### config.mk
export PLATFORM = sky130hd
export DESIGN_NAME = agu_multimode
export DESIGN_NICKNAME = d
export VERILOG_FILES = /design/src/rtl/agu_pkg.sv /design/src/rtl/agu_lane_rf.sv /design/src/rtl/agu_affine.sv /design/src/rtl/agu_seq.sv /design/src/rtl/agu_multimode.sv
export SDC_FILE = /design/constraint.sdc
export NUM_CORES = 2
export LEC_CHECK = 0
export ABC_CLOCK_PERIOD_IN_PS = 10050
export BUFFER_PORTS_ARGS = -buffer_cell sky130_fd_sc_hd__buf_4
export CELL_PAD_IN_SITES_DETAIL_PLACEMENT = 2
export CELL_PAD_IN_SITES_GLOBAL_PLACEMENT = 2
export CORE_MARGIN = 2
export CORE_UTILIZATION = 43
export CTS_BUF_LIST = sky130_fd_sc_hd__clkbuf_4 sky130_fd_sc_hd__clkbuf_8
export CTS_CLUSTER_DIAMETER = 100
export DETAILED_ROUTE_END_ITERATION = 12
export PLACE_DENSITY_LB_ADDON = 0.1
export SLEW_MARGIN = 20
export SYNTH_ARGS = -nofsm -noshare
export SYNTH_HDL_FRONTEND = slang
export SYNTH_SLANG_ARGS = --single-unit
### constraint.sdc
create_clock -name clk -period 10.05 [get_ports clk]
set_input_delay 0.5025 -clock clk [delete_from_list [all_inputs] [get_ports clk]]
set_output_delay 0.5025 -clock clk [all_outputs]
set_load 0.01 [all_outputs]
### src/rtl/agu_pkg.sv
package agu_pkg;

   typedef enum logic [1:0] {
      MODE_SEQ    = 2'd0,
      MODE_STRIDE = 2'd1,
      MODE_GATHER = 2'd2,
      MODE_RSVD   = 2'd3
   } agu_mode_e;

   typedef enum logic [2:0] {
      FLD_BASE   = 3'd0,
      FLD_STRIDE = 3'd1,
      FLD_SCALE  = 3'd2,
      FLD_MODE   = 3'd3,
      FLD_COUNT  = 3'd4
   } agu_field_e;

   typedef enum logic [1:0] {
      ST_IDLE = 2'd0,
      ST_RUN  = 2'd1,
      ST_FIN  = 2'd2
   } agu_state_e;

endpackage

### src/rtl/agu_lane_rf.sv
module agu_lane_rf
   import agu_pkg::*;
#(
   parameter int W = 20
) (
   input  logic         clk,
   input  logic         rst_n,
   input  logic         wr_en,
   input  logic [2:0]   field,
   input  logic [W-1:0] wdata,
   output logic [W-1:0] base_q,
   output logic [W-1:0] stride_q,
   output logic [W-1:0] scale_q
);

   always_ff @(posedge clk or negedge rst_n) begin
      if (!rst_n) begin
         base_q   <= '0;
         stride_q <= '0;
         scale_q  <= '0;
      end else if (wr_en) begin
         if (field == FLD_BASE)   base_q   <= wdata;
         if (field == FLD_STRIDE) stride_q <= wdata;
         if (field == FLD_SCALE)  scale_q  <= wdata;
      end
   end

endmodule

### src/rtl/agu_affine.sv
module agu_affine #(
   parameter int W = 20
) (
   input  logic [W-1:0] base,
   input  logic [W-1:0] coef,
   input  logic [W-1:0] opnd,
   output logic [W-1:0] addr
);

   logic [2*W-1:0] prod;

   always_comb begin
      prod = {{W{1'b0}}, coef} * {{W{1'b0}}, opnd};
      addr = base + prod[W-1:0];
   end

endmodule

### src/rtl/agu_seq.sv
module agu_seq
   import agu_pkg::*;
#(
   parameter int LANES = 4,
   parameter int CNT_W = 12,
   localparam int GRP_W = CNT_W + 1
) (
   input  logic             clk,
   input  logic             rst_n,
   input  logic             start,
   input  logic             cfg_we,
   input  logic [2:0]       cfg_field,
   input  logic [1:0]       cfg_mode,
   input  logic [CNT_W-1:0] cfg_count,
   output agu_mode_e        mode_q,
   output logic [CNT_W-1:0] count_q,
   output logic [GRP_W-1:0] grp_base,
   output logic             step,
   output logic             fin,
   output logic             idle,
   output logic             done
);

   agu_state_e       state;
   logic [GRP_W-1:0] grp_next;

   assign grp_next = grp_base + GRP_W'(LANES);
   assign step     = (state == ST_RUN);
   assign fin      = (state == ST_FIN);
   assign idle     = (state == ST_IDLE);

   always_ff @(posedge clk or negedge rst_n) begin
      if (!rst_n) begin
         state    <= ST_IDLE;
         grp_base <= '0;
         done     <= 1'b0;
         mode_q   <= MODE_SEQ;
         count_q  <= '0;
      end else begin
         done <= 1'b0;
         unique case (state)
            ST_IDLE: begin
               if (cfg_we && cfg_field == FLD_MODE)  mode_q  <= agu_mode_e'(cfg_mode);
               if (cfg_we && cfg_field == FLD_COUNT) count_q <= cfg_count;
               if (start) begin
                  grp_base <= '0;
                  state    <= (count_q == '0) ? ST_FIN : ST_RUN;
               end
            end
            ST_RUN: begin
               grp_base <= grp_next;
               if (grp_next >= {1'b0, count_q}) state <= ST_FIN;
            end
            ST_FIN: begin
               done  <= 1'b1;
               state <= ST_IDLE;
            end
            default: state <= ST_IDLE;
         endcase
      end
   end

endmodule

### src/rtl/agu_multimode.sv
module agu_multimode
   import agu_pkg::*;
#(
   parameter int LANES      = 4,
   parameter int ADDR_W     = 20,
   parameter int IDX_W      = 8,
   parameter int CNT_W      = 12,
   parameter bit SIGNED_IDX = 1'b0,
   localparam int GRP_W     = CNT_W + 1
) (
   input  logic                    clk,
   input  logic                    rst_n,
   input  logic                    cfg_we,
   input  logic [2:0]              cfg_field,
   input  logic [LANES-1:0]        cfg_lane_mask,
   input  logic [ADDR_W-1:0]       cfg_wdata,
   input  logic                    start,
   input  logic [LANES*IDX_W-1:0]  idx_i,
   output logic                    idx_take_o,
   output logic [LANES*ADDR_W-1:0] addr_o,
   output logic [LANES-1:0]        valid_o,
   output logic                    done_o
);

   if (LANES < 1 || LANES > (1 << CNT_W)) begin : g_bad_lanes
      $error("agu_multimode: LANES out of range");
   end
   if (ADDR_W <= GRP_W) begin : g_bad_addr
      $error("agu_multimode: ADDR_W must exceed CNT_W+1");
   end
   if (ADDR_W <= IDX_W || IDX_W < 1) begin : g_bad_idx
      $error("agu_multimode: IDX_W must be below ADDR_W");
   end

   agu_mode_e        mode_q;
   logic [CNT_W-1:0] count_q;
   logic [GRP_W-1:0] grp_base;
   logic             step, fin, idle;

   agu_seq #(.LANES(LANES), .CNT_W(CNT_W)) u_seq (
      .clk       (clk),
      .rst_n     (rst_n),
      .start     (start),
      .cfg_we    (cfg_we),
      .cfg_field (cfg_field),
      .cfg_mode  (cfg_wdata[1:0]),
      .cfg_count (cfg_wdata[CNT_W-1:0]),
      .mode_q    (mode_q),
      .count_q   (count_q),
      .grp_base  (grp_base),
      .step      (step),
      .fin       (fin),
      .idle      (idle),
      .done      (done_o)
   );

   assign idx_take_o = step;

   for (genvar i = 0; i < LANES; i++) begin : g_lane
      logic [ADDR_W-1:0] base_q, stride_q, scale_q;
      logic [ADDR_W-1:0] coef, opnd, idx_ext, elem_ext, addr_c;
      logic [GRP_W-1:0]  elem;
      logic [IDX_W-1:0]  idx;
      logic              lane_wr;
      logic              in_range;

      assign lane_wr = cfg_we && idle && cfg_lane_mask[i];
      assign elem    = grp_base + GRP_W'(i);
      assign idx     = idx_i[i*IDX_W +: IDX_W];
      assign elem_ext = {{(ADDR_W-GRP_W){1'b0}}, elem};
      assign in_range = (elem < {1'b0, count_q});

      if (SIGNED_IDX) begin : g_sx
         assign idx_ext = {{(ADDR_W-IDX_W){idx[IDX_W-1]}}, idx};
      end else begin : g_zx
         assign idx_ext = {{(ADDR_W-IDX_W){1'b0}}, idx};
      end

      agu_lane_rf #(.W(ADDR_W)) u_rf (
         .clk      (clk),
         .rst_n    (rst_n),
         .wr_en    (lane_wr),
         .field    (cfg_field),
         .wdata    (cfg_wdata),
         .base_q   (base_q),
         .stride_q (stride_q),
         .scale_q  (scale_q)
      );

      always_comb begin
         unique case (mode_q)
            MODE_STRIDE: begin coef = stride_q;          opnd = elem_ext; end
            MODE_GATHER: begin coef = scale_q;           opnd = idx_ext;  end
            default:     begin coef = ADDR_W'(1);        opnd = elem_ext; end
         endcase
      end

      agu_affine #(.W(ADDR_W)) u_alu (
         .base (base_q),
         .coef (coef),
         .opnd (opnd),
         .addr (addr_c)
      );

      always_ff @(posedge clk or negedge rst_n) begin
         if (!rst_n) begin
            addr_o[i*ADDR_W +: ADDR_W] <= '0;
            valid_o[i]                 <= 1'b0;
         end else if (step) begin
            addr_o[i*ADDR_W +: ADDR_W] <= addr_c;
            valid_o[i]                 <= in_range;
         end else if (fin) begin
            valid_o[i]                 <= 1'b0;
         end
      end
   end

endmodule

==> impl_metrics.env <==
export IMPL_slew_headroom_pct=21.0
export IMPL_clockBufferDepth=3
export IMPL_grtUsageTotal_pct=29.7
export IMPL_worstSetupPathType="register to register"
export IMPL_final_fill_count=9350
export IMPL_met2RoutedLength_um=67500
export IMPL_synthesis_area_um2=38600
export IMPL_synth_top_cell_by_area="fa_1"
export IMPL_ant_nets=0
export IMPL_synth_top_flop_cell="dfrtp_1"
export IMPL_worstReg2RegStart="u_seq.mode_q[0]$_DFFE_PN0P_"
export IMPL_critical_path_arrival_ns=9.03
export IMPL_clkSlewWorstSetupHoldPaths_ns=0.07
export IMPL_via_per_inst=5.49
export IMPL_holdBufCountCts=1
export IMPL_dieWidth_um=304
export IMPL_finalWirelength_um=133000
export IMPL_multi_input_comb_area_um2=26400
export IMPL_cp_startpoint="u_seq.mode_q[0]$_DFFE_PN0P_"
export IMPL_post_route_cells_drive_above_1_share_pct=17.3
export IMPL_core_area_um2=88600
export IMPL_postSynth_asyncResetShare_pct=100
export IMPL_drcViolationCount=0
export IMPL_ctsHtreeMaxLevel=3
export IMPL_clock_root_cell="clkbuf_8"
export IMPL_total_congestion_overflow=0
export IMPL_clock_skew_ns=0.0444
export IMPL_drt_iter0_markers=1373
export IMPL_antenna_found_initial=13
export IMPL_synthesis_area_per_instance_um2=9.77
export IMPL_netlist_instances=3949
export IMPL_sequential_cell_area_um2=8810
export IMPL_post_synth_num_cell_types=79
export IMPL_layout_cells_most_common="inv_1"
export IMPL_routed_wire_length_per_instance_um=25.3
export IMPL_top_layer_used="met5"
export IMPL_final_period_minus_worst_setup_slack_ns=8.40
export IMPL_setup_violations=0
export IMPL_floorplan_die_area_um2=92200
export IMPL_placement_rows=109
export IMPL_placement_io_buffers=148
export IMPL_commonest_non_fill_non_tap_cells_in_the_layout="inv_1, fa_1, nand2_1"
export IMPL_grt_first_pass_wirelength_um=204000
export IMPL_drt_pre_antenna_iters=5
export IMPL_via_count=28800
export IMPL_final_nets=4874
export IMPL_worst_min_delay_path_category="input port to register"
export IMPL_worst_skew_pair_later_pin_latency_ns=0.71
export IMPL_grt_setup_unrepaired="no"
export IMPL_reg2reg_slack_ns=1.65
export IMPL_number_of_flops_mapped_to_enable_cells_by_yosys=0
export IMPL_yosysTopAreaCellShare_pct=29.0
export IMPL_initial_utilization_pct=43.5
export IMPL_grt_start_max_net_pins=137
export IMPL_rr_worst_depth=24
export IMPL_critical_path_required_ns=10.69
export IMPL_synth_top_cells_by_area="fa_1, dfrtp_1, mux2_2, ha_1, inv_1"
export IMPL_post_cts_resized=0
export IMPL_max_cap_violation_count=0
export IMPL_setup_tns_final_ns=0
export IMPL_drt_met1_wl_um=55300
export IMPL_cp_start_kind="register"
export IMPL_hp_start="start"
export IMPL_worst_setup_path_end_kind="register"
export IMPL_cts_tree="done"
export IMPL_yosysWarnings=0
export IMPL_synth_sequential_area_ratio_pct=22.8
export IMPL_die_height_um=304
export IMPL_final_min_period_over_clock_period_pct=83.5
export IMPL_finalCoreUtilization_pct=47.6
export IMPL_worst_path_max_fanout=74
export IMPL_cts_sinks=352
export IMPL_final_hold_viol_count=0
export IMPL_postSynthNetCount=4804
export IMPL_met3RoutedLength_um=5020
export IMPL_vias_in_the_first_global_route=33200
export IMPL_ios=149
export IMPL_p_leak_nw=20.4
export IMPL_cell_pwr_density_nw_per_um2=288
export IMPL_detailed_place_hpwl_um=101000
export IMPL_place_congestion=0.876
export IMPL_finalMaxSlewViolations=0
export IMPL_post_cts_setup_buffer_count=0
export IMPL_vdd_ir_drop_worst_uv=224
export IMPL_tritoncts_buffers=70
export IMPL_area_growth_synth_to_final_pct=9.41
export IMPL_tightestPinTransition_ns=1.18
export IMPL_hold_path_endpoint="u_seq.state[0]$_DFFE_PN0P_"
export IMPL_r2r_end="addr_o[59]$_DFFE_PN0P_"
export IMPL_synth_seq_cells=352
export IMPL_status="finished clean"
export IMPL_maxClockFrequency_mhz=119
export IMPL_worstHoldPathCells=3
## through the flow
stage               cell area, µm²  hold slack (ns)  setup WS (ns)  std cells  total power, mW
floorplan                    38600            0.207           2.65       3949             7.90
global placement             40700            0.469           2.03       5111             10.1
detailed placement           40700            0.478           1.73       5111             10.5
CTS                          42200            0.116           1.77       5232             12.3
global route                 42200            0.182           1.35       5235             13.3
finish                       42200            0.164           1.65       5235             12.2
## final cells by class
class | instances | area share [%]
Antenna cell | 3 | 0.0178
Clock buffer | 102 | 3.00
Clock inverter | 18 | 0.522
Inverter | 699 | 6.21
Multi-Input combinational cell | 2712 | 62.5
Sequential cell | 352 | 20.9
Tap cell | 1165 | 3.45
Timing Repair Buffer | 184 | 3.41
## per-layer routing
| metal | global-route usage [%] | vias up |
|---|---|---|
| li1 | - | 12500 |
| met1 | 37.7 | 15400 |
| met2 | 52.3 | 598 |
| met3 | 3.56 | 209 |
| met4 | 10.2 | 2 |
| met5 | 0 | - |
## registers in the layout, indices dropped and copies added (netlist names)
name,cells
addr_o,80
g_lane.u_rf.base_q,80
g_lane.u_rf.scale_q,80
g_lane.u_rf.stride_q,80
u_seq.count_q,12
u_seq.done,1
u_seq.grp_base,11
u_seq.mode_q,2
u_seq.state,2
valid_o,4
## cells in the mapped netlist (28+ instances only)
| cell type | number |
|---|---|
| inv_1 | 698 |
| fa_1 | 560 |
| nand2_1 | 498 |
| dfrtp_1 | 352 |
| nor2_1 | 332 |
| mux2_2 | 311 |
| ha_1 | 232 |
| clkbuf_1 | 143 |
| xnor2_1 | 103 |
| a21oi_1 | 72 |
| a22oi_1 | 72 |
| nor3_1 | 63 |
| o21ai_0 | 52 |
| or2_2 | 46 |
| xor2_1 | 42 |
| o21a_1 | 28 |
## worst max path at each step
| stage | to | cells after the start |
|---|---|---|
| detailed placement | addr_o[59]$_DFFE_PN0P_ | 24 |
| finish | addr_o[59]$_DFFE_PN0P_ | 24 |
| global placement | addr_o[59]$_DFFE_PN0P_ | 24 |
| CTS | addr_o[59]$_DFFE_PN0P_ | 24 |
| floorplan | addr_o[79]$_DFFE_PN0P_ | 29 |
| global route | addr_o[59]$_DFFE_PN0P_ | 24 |
## worst max-delay path, stage by stage (launching register included)
cell       delay [ns]
dfrtp_1          0.41
inv_1            0.13
ha_4             0.62
buf_12           0.41
nand2b_1         0.61
and2_1           0.39
nor2_1           0.12
fa_1             0.54
inv_1            0.06
fa_1             0.53
inv_1            0.05
fa_1             0.49
fa_1             0.43
fa_1             0.49
inv_1            0.05
fa_1             0.48
inv_1            0.05
ha_1             0.35
a2111o_1         0.41
a2111oi_0        0.64
nor3_1           0.19
nor2_1           0.15
a211o_1          0.16
xnor3_1          0.39
o21ai_1          0.12
## power breakdown
| group | internal (mW) | leakage [nW] | switching (mW) |
|---|---|---|---|
| Clock | 0.916 | 0.783 | 0.735 |
| Sequential | 2.07 | 4.48 | 0.426 |
| Combinational | 3.17 | 15.1 | 4.85 |
## kinds of logic after synthesis
kind of cell,after synthesis,share of synthesized area (%)
fa+ha+maj,792,36.6
flops,352,22.8
compound gates,352,6.29
simple gates,1095,12.3
xor+xnor,154,3.80
mux,319,9.28
buf+inv,885,8.94
(Power assumes the default switching activity.)
